File: src/rtl/aud_sclk_pkg.sv
// Shared field positions, register addresses and configuration types for
// the audio serial clock generator. Bit positions here are fixed by the
// register layout that software programs.
package aud_sclk_pkg;

    localparam int CODE_W       = 3;

    // register addresses
    localparam logic ADDR_MODE  = 1'b0;
    localparam logic ADDR_POL   = 1'b1;

    // mode register fields
    localparam int OUT_MS_BIT   = 0;
    localparam int IN_MS_BIT    = 4;
    localparam int BPF_LSB      = 8;
    localparam int RATIO_LSB    = 12;

    // polarity register fields
    localparam int INV_B_S_BIT  = 0;
    localparam int INV_LR_S_BIT = 4;
    localparam int INV_B_M_BIT  = 8;
    localparam int INV_LR_M_BIT = 12;

    typedef struct packed {
        logic [CODE_W-1:0] ratio_code;
        logic [CODE_W-1:0] bpf_code;
        logic              in_master;
        logic              out_master;
    } mode_cfg_t;

    typedef struct packed {
        logic inv_lr_m;
        logic inv_b_m;
        logic inv_lr_s;
        logic inv_b_s;
    } pol_cfg_t;

endpackage

File: src/rtl/aud_sclk_regs.sv
// Configuration registers: the mode register (ratio codes, role bits) and
// the polarity register. Assumes single-cycle write strobes; the bits that
// carry no field are discarded.
module aud_sclk_regs
    import aud_sclk_pkg::*;
#(
    parameter int CFG_W = 16
) (
    input  logic             clk,
    input  logic             rst_n,
    input  logic             cfg_wr,
    input  logic             cfg_addr,
    input  logic [CFG_W-1:0] cfg_wdata,
    output mode_cfg_t        mode_q,
    output pol_cfg_t         pol_q
);

    localparam logic [CFG_W-1:0] USED_MASK =
        (CFG_W'(7) << RATIO_LSB) | (CFG_W'(7) << BPF_LSB) |
        (CFG_W'(1) << IN_MS_BIT) | (CFG_W'(1) << OUT_MS_BIT) |
        (CFG_W'(1) << INV_LR_M_BIT) | (CFG_W'(1) << INV_B_M_BIT) |
        (CFG_W'(1) << INV_LR_S_BIT) | (CFG_W'(1) << INV_B_S_BIT);

    logic unused_wdata_bits;
    assign unused_wdata_bits = ^(cfg_wdata & ~USED_MASK);

    // Mode register: captures ratio codes and direction roles.
    always_ff @(posedge clk) begin
        if (!rst_n) begin
            mode_q <= '0;
        end else if (cfg_wr && cfg_addr == ADDR_MODE) begin
            mode_q.ratio_code <= cfg_wdata[RATIO_LSB +: CODE_W];
            mode_q.bpf_code   <= cfg_wdata[BPF_LSB +: CODE_W];
            mode_q.in_master  <= cfg_wdata[IN_MS_BIT];
            mode_q.out_master <= cfg_wdata[OUT_MS_BIT];
        end
    end

    // Polarity register: one invert bit per clock and role.
    always_ff @(posedge clk) begin
        if (!rst_n) begin
            pol_q <= '0;
        end else if (cfg_wr && cfg_addr == ADDR_POL) begin
            pol_q.inv_lr_m <= cfg_wdata[INV_LR_M_BIT];
            pol_q.inv_b_m  <= cfg_wdata[INV_B_M_BIT];
            pol_q.inv_lr_s <= cfg_wdata[INV_LR_S_BIT];
            pol_q.inv_b_s  <= cfg_wdata[INV_B_S_BIT];
        end
    end

endmodule

File: src/rtl/aud_sclk_decode.sv
// Ratio decoder: turns the two 3-bit codes into log2 of master clocks per
// sample and log2 of the bit clock period, and flags invalid settings.
// Assumes every ratio is a power of two, so the quotient is a difference
// of logarithms.
module aud_sclk_decode
    import aud_sclk_pkg::*;
#(
    parameter int REV           = 2,
    parameter int RATIO_LOG_TOP = 9,
    parameter int BPF_LOG_BASE  = 5,
    parameter int LOG_W         = 4
) (
    input  logic [CODE_W-1:0] ratio_code,
    input  logic [CODE_W-1:0] bpf_code,
    output logic [LOG_W-1:0]  ratio_log,
    output logic [LOG_W-1:0]  div_log,
    output logic              cfg_ok
);

    localparam bit LATE_REV = (REV >= 2);

    logic [LOG_W-1:0] r_log;
    logic [LOG_W-1:0] b_log;
    logic             r_ok;
    logic             b_ok;

    // Master clocks per sample: codes 0..4 halve from the top ratio.
    always_comb begin
        r_log = '0;
        r_ok  = 1'b0;
        if (ratio_code <= CODE_W'(4)) begin
            r_log = LOG_W'(RATIO_LOG_TOP) - LOG_W'(ratio_code);
            r_ok  = (ratio_code != CODE_W'(4)) || LATE_REV;
        end
    end

    // Bit clocks per frame: codes 0..4 double from the base, code 7 halves it.
    always_comb begin
        b_log = '0;
        b_ok  = 1'b0;
        if (bpf_code <= CODE_W'(4)) begin
            b_log = LOG_W'(BPF_LOG_BASE) + LOG_W'(bpf_code);
            b_ok  = 1'b1;
        end else if (bpf_code == CODE_W'(7)) begin
            b_log = LOG_W'(BPF_LOG_BASE - 1);
            b_ok  = LATE_REV;
        end
    end

    // Bit period must be at least two master clocks.
    always_comb begin
        cfg_ok    = r_ok && b_ok && (r_log > b_log);
        ratio_log = r_log;
        div_log   = cfg_ok ? (r_log - b_log) : '0;
    end

endmodule

File: src/rtl/aud_sclk_divider.sv
// Frame counter: counts master clocks within one sample period and derives
// the bit clock and the frame clock from its bits. Assumes power-of-two
// ratios; clears to the frame start whenever idle or restarted.
module aud_sclk_divider #(
    parameter int CNT_W = 9,
    parameter int LOG_W = 4
) (
    input  logic             clk,
    input  logic             rst_n,
    input  logic             run,
    input  logic             restart,
    input  logic [LOG_W-1:0] ratio_log,
    input  logic [LOG_W-1:0] div_log,
    output logic             gen_bclk,
    output logic             gen_lrclk
);

    logic [CNT_W-1:0] cnt_q;
    logic [CNT_W:0]   wrap_mask;
    logic [CNT_W-1:0] bclk_sh;
    logic [CNT_W-1:0] lr_sh;
    logic [LOG_W-1:0] bclk_sel;
    logic [LOG_W-1:0] lr_sel;

    // Mask that wraps the counter at the sample length.
    always_comb begin
        wrap_mask = ((CNT_W+1)'(1) << ratio_log) - (CNT_W+1)'(1);
    end

    // Sample-period counter, held at the frame start while idle.
    always_ff @(posedge clk) begin
        if (!rst_n || !run || restart) begin
            cnt_q <= '0;
        end else begin
            cnt_q <= (cnt_q + CNT_W'(1)) & wrap_mask[CNT_W-1:0];
        end
    end

    // Clock bits: top bit of the bit period and of the sample period.
    always_comb begin
        bclk_sel  = div_log - LOG_W'(1);
        lr_sel    = ratio_log - LOG_W'(1);
        bclk_sh   = cnt_q >> bclk_sel;
        lr_sh     = cnt_q >> lr_sel;
        gen_bclk  = run & bclk_sh[0];
        gen_lrclk = run & lr_sh[0];
    end

endmodule

File: src/rtl/aud_sclk_route.sv
// Role router: for each data direction picks the generated clocks (master)
// or the pin clocks (slave) and applies the polarity bits of that role.
module aud_sclk_route
    import aud_sclk_pkg::*;
#(
    parameter int N_DIR = 2
) (
    input  logic [N_DIR-1:0] dir_master,
    input  logic             gen_bclk,
    input  logic             gen_lrclk,
    input  logic             pin_bclk,
    input  logic             pin_lrclk,
    input  pol_cfg_t         pol,
    output logic [N_DIR-1:0] dir_bclk,
    output logic [N_DIR-1:0] dir_lrclk
);

    logic m_bclk;
    logic m_lrclk;
    logic s_bclk;
    logic s_lrclk;

    // Clocks with role polarity applied.
    always_comb begin
        m_bclk  = gen_bclk  ^ pol.inv_b_m;
        m_lrclk = gen_lrclk ^ pol.inv_lr_m;
        s_bclk  = pin_bclk  ^ pol.inv_b_s;
        s_lrclk = pin_lrclk ^ pol.inv_lr_s;
    end

    for (genvar d = 0; d < N_DIR; d++) begin : g_dir
        // Per-direction role select.
        always_comb begin
            dir_bclk[d]  = dir_master[d] ? m_bclk  : s_bclk;
            dir_lrclk[d] = dir_master[d] ? m_lrclk : s_lrclk;
        end
    end

endmodule

File: src/rtl/aud_sclk_gen.sv
// Audio serial clock generator for one port. The clk input is the master
// clock. Generation runs while the port is enabled, the codes are valid and
// at least one direction is master; any register write restarts the frame.
module aud_sclk_gen
    import aud_sclk_pkg::*;
#(
    parameter int REV           = 2,
    parameter int CFG_W         = 16,
    parameter int RATIO_LOG_TOP = 9,
    parameter int BPF_LOG_BASE  = 5
) (
    input  logic             clk,
    input  logic             rst_n,
    input  logic             port_en,
    input  logic             cfg_wr,
    input  logic             cfg_addr,
    input  logic [CFG_W-1:0] cfg_wdata,
    input  logic             pin_bclk_i,
    input  logic             pin_lrclk_i,
    output logic             pad_bclk_o,
    output logic             pad_lrclk_o,
    output logic             pad_clk_oe,
    output logic             tx_bclk,
    output logic             tx_lrclk,
    output logic             rx_bclk,
    output logic             rx_lrclk
);

    localparam int LOG_W = $clog2(RATIO_LOG_TOP + 1);
    localparam int CNT_W = RATIO_LOG_TOP;
    localparam int N_DIR = 2;

    mode_cfg_t        mode_q;
    pol_cfg_t         pol_q;
    logic [LOG_W-1:0] ratio_log;
    logic [LOG_W-1:0] div_log;
    logic             cfg_ok;
    logic             gen_run;
    logic             gen_bclk;
    logic             gen_lrclk;
    logic [N_DIR-1:0] dir_master;
    logic [N_DIR-1:0] dir_bclk;
    logic [N_DIR-1:0] dir_lrclk;

    aud_sclk_regs #(.CFG_W(CFG_W)) u_regs (
        .clk       (clk),
        .rst_n     (rst_n),
        .cfg_wr    (cfg_wr),
        .cfg_addr  (cfg_addr),
        .cfg_wdata (cfg_wdata),
        .mode_q    (mode_q),
        .pol_q     (pol_q)
    );

    aud_sclk_decode #(
        .REV           (REV),
        .RATIO_LOG_TOP (RATIO_LOG_TOP),
        .BPF_LOG_BASE  (BPF_LOG_BASE),
        .LOG_W         (LOG_W)
    ) u_decode (
        .ratio_code (mode_q.ratio_code),
        .bpf_code   (mode_q.bpf_code),
        .ratio_log  (ratio_log),
        .div_log    (div_log),
        .cfg_ok     (cfg_ok)
    );

    // Roles per direction: index 0 output, index 1 input; run condition.
    always_comb begin
        dir_master = {mode_q.in_master, mode_q.out_master};
        pad_clk_oe = |dir_master;
        gen_run    = port_en & cfg_ok & pad_clk_oe;
    end

    aud_sclk_divider #(.CNT_W(CNT_W), .LOG_W(LOG_W)) u_div (
        .clk       (clk),
        .rst_n     (rst_n),
        .run       (gen_run),
        .restart   (cfg_wr),
        .ratio_log (ratio_log),
        .div_log   (div_log),
        .gen_bclk  (gen_bclk),
        .gen_lrclk (gen_lrclk)
    );

    aud_sclk_route #(.N_DIR(N_DIR)) u_route (
        .dir_master (dir_master),
        .gen_bclk   (gen_bclk),
        .gen_lrclk  (gen_lrclk),
        .pin_bclk   (pin_bclk_i),
        .pin_lrclk  (pin_lrclk_i),
        .pol        (pol_q),
        .dir_bclk   (dir_bclk),
        .dir_lrclk  (dir_lrclk)
    );

    // Pad drive carries the master polarity; direction clocks from router.
    always_comb begin
        pad_bclk_o  = gen_bclk  ^ pol_q.inv_b_m;
        pad_lrclk_o = gen_lrclk ^ pol_q.inv_lr_m;
        tx_bclk     = dir_bclk[0];
        tx_lrclk    = dir_lrclk[0];
        rx_bclk     = dir_bclk[1];
        rx_lrclk    = dir_lrclk[1];
    end

endmodule

File: config.mk
export PLATFORM = sky130hd
export DESIGN_NAME = aud_sclk_gen
export DESIGN_NICKNAME = d
export VERILOG_FILES = /design/src/rtl/aud_sclk_pkg.sv /design/src/rtl/aud_sclk_regs.sv /design/src/rtl/aud_sclk_decode.sv /design/src/rtl/aud_sclk_divider.sv /design/src/rtl/aud_sclk_route.sv /design/src/rtl/aud_sclk_gen.sv
export SDC_FILE = /design/constraint.sdc
export NUM_CORES = 1
export LEC_CHECK = 0
export ABC_AREA = 1
export BUFFER_PORTS_ARGS = -buffer_cell sky130_fd_sc_hd__buf_2
export CORE_MARGIN = 2
export CORE_UTILIZATION = 39
export CTS_CLUSTER_SIZE = 28
export DETAILED_ROUTE_END_ITERATION = 8
export PLACE_DENSITY = 0.66
export SLEW_MARGIN = 40
export SYNTH_ARGS = -nofsm -noshare
export SYNTH_HDL_FRONTEND = slang
export SYNTH_SLANG_ARGS = --single-unit
export TNS_END_PERCENT = 1
File: constraint.sdc
create_clock -name clk -period 3.9 [get_ports clk]
set_input_delay 0 -clock clk [delete_from_list [all_inputs] [get_ports clk]]
set_output_delay 0 -clock clk [all_outputs]
set_load 0.05 [all_outputs]
== Word-level counts from Yosys, hierarchy flattened ==
Cells that the tools add are included.

* Flip-flop bits (word level): 21

* Add/subtract/negate cells: 7
* Magnitude comparators: 3
* Equality and inequality tests: 1
* Shift operators: 3
* Multiplexer cells: 11
* Bitwise gates (word level): 10
* Reduce and logical (&&, ||, !) cells: 9

{| class="wikitable"
|+ Operators with widths
! operator !! number
|-
| $shr A9 B4 Y1 || 2
|-
| $mux W4 || 3
|-
| $add A9 B1 Y9 const B || 1
|-
| $and A9 B9 Y9 || 1
|-
| $shl A1 B4 Y9 const A || 1
|-
| $sub A9 B2 Y9 const B || 1
|-
| $sub A4 B1 Y4 const B || 2
|-
| $mux W1 || 7
|-
| $le A3 B3 Y1 const B || 2
|-
| $add A3 B3 Y4 const A || 1
|-
| $and A1 B1 Y1 || 4
|-
| $gt A4 B4 Y1 || 1
|-
| $logic_and A1 B1 Y1 || 4
|-
| $sub A4 B3 Y4 const A || 1
|-
| $sub A4 B4 Y4 || 1
|-
| $xor A1 B1 Y1 || 4
|-
| $eq A3 B3 Y1 const B || 1
|-
| $mux W3 || 1
|-
| $logic_not A1 Y1 || 2
|-
| $logic_or A1 B1 Y1 || 2
|-
| $reduce_or A2 Y1 || 1
|-
| $not A1 Y1 || 1
|}

== Longest topological paths before layout ==
* Depth after elaboration: 11
* Mapped depth: 22
* Gate-level depth less buffers: 22

== Hierarchy ==
Synthesis repeated with hierarchy kept, for this count alone.

* Cells, all modules: 337
* Area total of the unflattened synthesis: 2045.7 um^2

{| class="wikitable"
|+ Modules (own cells, without submodules)
! module !! times used !! cells an instance !! area each (um^2) !! seq. area each (um^2)
|-
| aud_sclk_divider || 1 || 172 || 1052.3 || 180.2
|-
| aud_sclk_regs || 1 || 70 || 483.0 || 240.2
|-
| aud_sclk_decode || 1 || 51 || 327.8 || 0.0
|-
| aud_sclk_route || 1 || 30 || 127.6 || 0.0
|-
| aud_sclk_gen || 1 || 14 || 55.1 || 0.0
|}

== Least setup slack after synthesis ==
No wires, ideal clock.

* Path type: register -> output
* Start: register u_regs.mode_q[6] (netlist name)
* End: output port pad_bclk_o
* Arrival: 3.115 ns
* Slack: 0.785 ns
* Stages on the path, launching flop included: 20
* Path buffers: 0
* Path through: dfxtp_1 > inv_1 > ha_1 > nand2_1 > inv_1 > ha_1 > nand2_1 > nor2_2 > inv_1 > nand2_2 > nor2_4 > nand2_1 > ha_1 > nand2_1 > nor2_1 > nand2_1 > a21oi_2 > nand2_1 > nand2_1 > and2_1

* Longest elaborated chain between the ends: 9

{| class="wikitable"
|+ Ends and longest elaborated chain
! what !! RTL line !! RTL
|-
| $sub A4 B3 Y4 / $le A3 B3 Y1 (equally long branches) || aud_sclk_decode.sv:32, aud_sclk_decode.sv:31 ||
|-
| $mux W4 / $mux W1 (equally long branches) || aud_sclk_decode.sv:31 || <nowiki>if (ratio_code <= CODE_W'(4)) begin</nowiki>
|-
| $gt A4 B4 Y1 / $logic_and A1 B1 Y1 (equally long branches) || aud_sclk_decode.sv:52 || <nowiki>cfg_ok = r_ok && b_ok && (r_log > b_log);</nowiki>
|-
| $logic_and A1 B1 Y1 || aud_sclk_decode.sv:52 ||
|-
| $mux W4 || aud_sclk_decode.sv:54 || <nowiki>div_log = cfg_ok ? (r_log - b_log) : '0;</nowiki>
|-
| $sub A4 B1 Y4 || aud_sclk_divider.sv:41 || <nowiki>bclk_sel = div_log - LOG_W'(1);</nowiki>
|-
| $shr A9 B4 Y1 || aud_sclk_divider.sv:43 || <nowiki>bclk_sh = cnt_q >> bclk_sel;</nowiki>
|-
| $and A1 B1 Y1 (*) || aud_sclk_divider.sv:45 || <nowiki>gen_bclk = run & bclk_sh[0];</nowiki>
|-
| $xor A1 B1 Y1 (*) || aud_sclk_gen.sv:99 || <nowiki>pad_bclk_o = gen_bclk ^ pol_q.inv_b_m;</nowiki>
|-
| end, declared || aud_sclk_gen.sv:20 || <nowiki>output logic pad_bclk_o,</nowiki>
|}

Mark *: on every way between the ends. The rest lies on a longest branch, timed or not.

== Worst setup path after layout ==
* Start: register u_regs.mode_q[6] (netlist name)
* End: output port tx_bclk

* Longest elaborated chain between the ends: 10

{| class="wikitable"
|+ Ends and longest elaborated chain
! what !! RTL line !! RTL
|-
| $sub A4 B3 Y4 / $le A3 B3 Y1 (equally long branches) || aud_sclk_decode.sv:32, aud_sclk_decode.sv:31 ||
|-
| $mux W4 / $mux W1 (equally long branches) || aud_sclk_decode.sv:31 ||
|-
| $gt A4 B4 Y1 / $logic_and A1 B1 Y1 (equally long branches) || aud_sclk_decode.sv:52 ||
|-
| $logic_and A1 B1 Y1 || aud_sclk_decode.sv:52 ||
|-
| $mux W4 || aud_sclk_decode.sv:54 ||
|-
| $sub A4 B1 Y4 || aud_sclk_divider.sv:41 ||
|-
| $shr A9 B4 Y1 || aud_sclk_divider.sv:43 ||
|-
| $and A1 B1 Y1 (*) || aud_sclk_divider.sv:45 ||
|-
| $xor A1 B1 Y1 (*) || aud_sclk_route.sv:25 || <nowiki>m_bclk = gen_bclk ^ pol.inv_b_m;</nowiki>
|-
| $mux W1 (*) || aud_sclk_route.sv:34 || <nowiki>dir_bclk[d] = dir_master[d] ? m_bclk : s_bclk;</nowiki>
|-
| end, declared || aud_sclk_gen.sv:23 || <nowiki>output logic tx_bclk,</nowiki>
|}

Marked as above.

==> flow_summary.json <==
{
  "track_usage_pct": 15.5,
  "final_util_pct": 46.4,
  "synth_edf_count": 0,
  "clock_latency_ns": 0.27,
  "n_fill_cell": 443,
  "first_pass_iters": 4,
  "die_x_um": 71.2,
  "synth_xor_xnor_area_share_pct": 4.47,
  "hold_slack_ns": 0.0133,
  "dieArea_um2": 5070,
  "die_h_um": 71.2,
  "routed_wl_um": 3890,
  "clk_path_buf_depth": 2,
  "synthMuxAreaShare_pct": 0,
  "postSynthCellCount": 268,
  "grt_pass1_wl_um": 6350,
  "grt-ovfl-total": 0,
  "synthesis.area_um2": 1760,
  "worstSetupStartpointType": "flip-flop",
  "antenna_left": 0,
  "hold_path_class": "in2reg",
  "synth_top_family_by_area": "simple AND/OR/NAND/NOR gates",
  "routedWlPerCell_um": 11.3,
  "arrival_ns": 3.60,
  "io_pins": 30,
  "post-route-drc-count": 0,
  "seq_area_frac_synth_pct": 23.8,
  "post_cts_buffers": 0,
  "path_class": "reg2out",
  "slew_headroom_pct": 64.6,
  "n_antenna_cell": 0,
  "synth_compound_area_share_pct": 14.5,
  "synth-main-ff-cell": "dfxtp_1",
  "dp.final_hpwl_um": 3090,
  "syn_nets": 308,
  "async_flop_share_pct": 0,
  "end_kind": "primary output",
  "grt_max_degree": 15,
  "post_synth_num_cell_types": 33,
  "yosys_register_bits": 21,
  "finalMaxSlewViolations": 0,
  "vias": 1697,
  "cts.clk_slew.worst_paths_ns": 0.08,
  "yosysWarningCount": 0,
  "seq_area_um2": 423,
  "start_util_pct": 40.5,
  "power.density_nw_per_um2": 348,
  "gp_congestion": 0.852,
  "multiInputGateArea_um2": 1200,
  "status": "completed",
  "maxCapViolCount": 0,
  "vias_per_cell": 4.92,
  "cts_buffers": 3,
  "core_area_um2": 4350,
  "cts_tree": "done",
  "ir_drop_v": 0.000157,
  "period_minus_slack_ns": 3.60,
  "fmax_mhz": 278,
  "avgSynthCellArea_um2": 6.58,
  "yosys.area_share.simple_pct": 35.7,
  "worstMarginPinSlew_ns": 0.524,
  "finClkSkew_ns": 0.00524,
  "drive_gt1_share_pct": 13.7,
  "critPathRequiredTime_ns": 3.90,
  "period_share_pct": 92.3,
  "yosys.area_share.adder_pct": 12.5,
  "grt_pass1_vias": 1455,
  "grt_antenna_before_repair": 0,
  "io_buffers": 21,
  "cts_max_level": 1,
  "finalSetupViolations": 0,
  "num_rows": 24,
  "p_leak_uw": 0.000964,
  "cts_root_buffer": "clkbuf_8",
  "dr.first_iter.drc_count": 92,
  "path_max_fanout": 10,
  "areaGrowthSynthToFinish_pct": 14.5,
  "nets": 334,
  "hold_viol": 0,
  "cts.sinks": 21
}
[report_power, final]
group / leakage [uW] / internal (uW) / switching (uW)
Combinational: 0.000769 / 117 / 206
Clock: 0.0000228 / 73.0 / 73.6
Sequential: 0.000172 / 223 / 10.3
Total: 0.000964 / 413 / 290
[repair_timing]
action,4_1_cts,5_1_grt
setup endpoints to repair,0,3
resized for setup,0,7
endpoints found under the hold margin,4,0
hold buffers,3,0
[through the flow]
stage               std cells  TNS [ns]  power [uW]  setup WS [ns]  cell area [um^2]
global placement          338         0         543          0.547              1910
global route              345  -0.00409         766       -0.00409              2020
finish                    345         0         703          0.300              2020
floorplan                 268         0         486          0.785              1760
detailed placement        338         0         545          0.528              1910
CTS                       345         0         701          0.214              1990
[state kept, by name, indices dropped and copies added (netlist names)]
| signal | flops |
|---|---|
| u_div.cnt_q | 9 |
| u_regs.mode_q | 8 |
| u_regs.pol_q | 4 |
[cell usage in the layout, fill, tap and decap left out]
cell type,synthesis,final
o21ai_1,1,1
nand3_1,26,26
o31ai_1,1,1
dfxtp_2,0,2
nand3b_1,2,2
clkbuf_4,0,3
clkbuf_1,2,1
o21ai_0,18,18
o21a_1,1,1
and2_1,1,1
nand2_1,58,58
xor2_1,7,7
buf_2,0,18
nor3_1,8,8
dlygate4sd3_1,0,3
a221oi_1,1,1
o21ai_4,1,1
dfxtp_1,21,19
nand4_1,6,6
a211oi_1,1,1
o21ai_2,1,1
ha_4,0,1
ha_1,16,15
a21oi_2,2,1
inv_1,37,37
nor2_2,2,2
clkbuf_8,0,3
fa_1,1,1
o41ai_1,1,1
nor2_4,1,1
nand3_2,3,3
a21oi_4,0,1
xnor2_1,2,2
nor2_1,26,26
nor4_1,2,2
o211ai_1,1,1
a21oi_1,13,13
a31oi_1,1,1
nand2_2,3,3
[Yosys cell counts (3+ instances only)]
library cell / count / area, um^2
xor2_1: 7 / 61.3
nand3_1: 26 / 130
nand3_2: 3 / 30.0
o21ai_0: 18 / 90.1
ha_1: 16 / 200
nand2_1: 58 / 218
nand4_1: 6 / 37.5
inv_1: 37 / 139
a21oi_1: 13 / 65.1
dfxtp_1: 21 / 420
nor2_1: 26 / 97.6
nor3_1: 8 / 40.0
nand2_2: 3 / 18.8
[worst paths after layout]
check	slack (ns)	depth (start not counted)	start	end
worst max-delay path	0.30	21	u_regs.mode_q[6]	tx_bclk
worst min-delay path	0.01	3	cfg_wdata[4]	u_regs.pol_q[1]
worst max register to register	1.09	16	u_regs.mode_q[6]	u_div.cnt_q[3]
worst min register to register	0.51	2	u_regs.mode_q[3]	u_regs.mode_q[3]
[kinds of logic (layout without fill, tap and decap cells)]
logic type | Yosys count | after routing
AOI/OAI and AO/OA | 43 | 43
xor gates and xnor gates | 9 | 9
adders and majority gates | 17 | 17
buffers and inverters | 40 | 65
DFF | 21 | 21
and+or+nand+nor | 138 | 138
[layer usage]
layer  vias up  wire (um)  track usage [%]
met4         0         45             4.40
met1       733       1980             22.8
met3         4        108             2.11
li1        937          -                -
met5         -          0                0
met2        23       1760             23.7
[cell type report]
| class | count | area share (%) |
|---|---|---|
| Inverter | 37 | 6.88 |
| Clock buffer | 4 | 2.23 |
| Multi-Input combinational cell | 207 | 59.7 |
| Tap cell | 52 | 3.22 |
| Sequential cell | 21 | 20.9 |
| Timing Repair Buffer | 24 | 7.06 |
[worst max-delay path: stages, from the launching register on]
cell and delay, ns:
dfxtp_2 0.41, inv_1 0.11, ha_1 0.30, nand2_1 0.17, inv_1 0.11, ha_1 0.37
nand2_1 0.12, nor2_2 0.06, inv_1 0.06, nand2_2 0.06, nor2_4 0.23, nand2_1 0.15
ha_4 0.31, nand2_1 0.05, nor2_1 0.10, nand2_1 0.08, a21oi_2 0.15, nand2_1 0.07
nand2_1 0.08, nand3_1 0.07, nand2_1 0.07, clkbuf_4 0.22
Note: power is estimated with default switching activity, not from simulation.
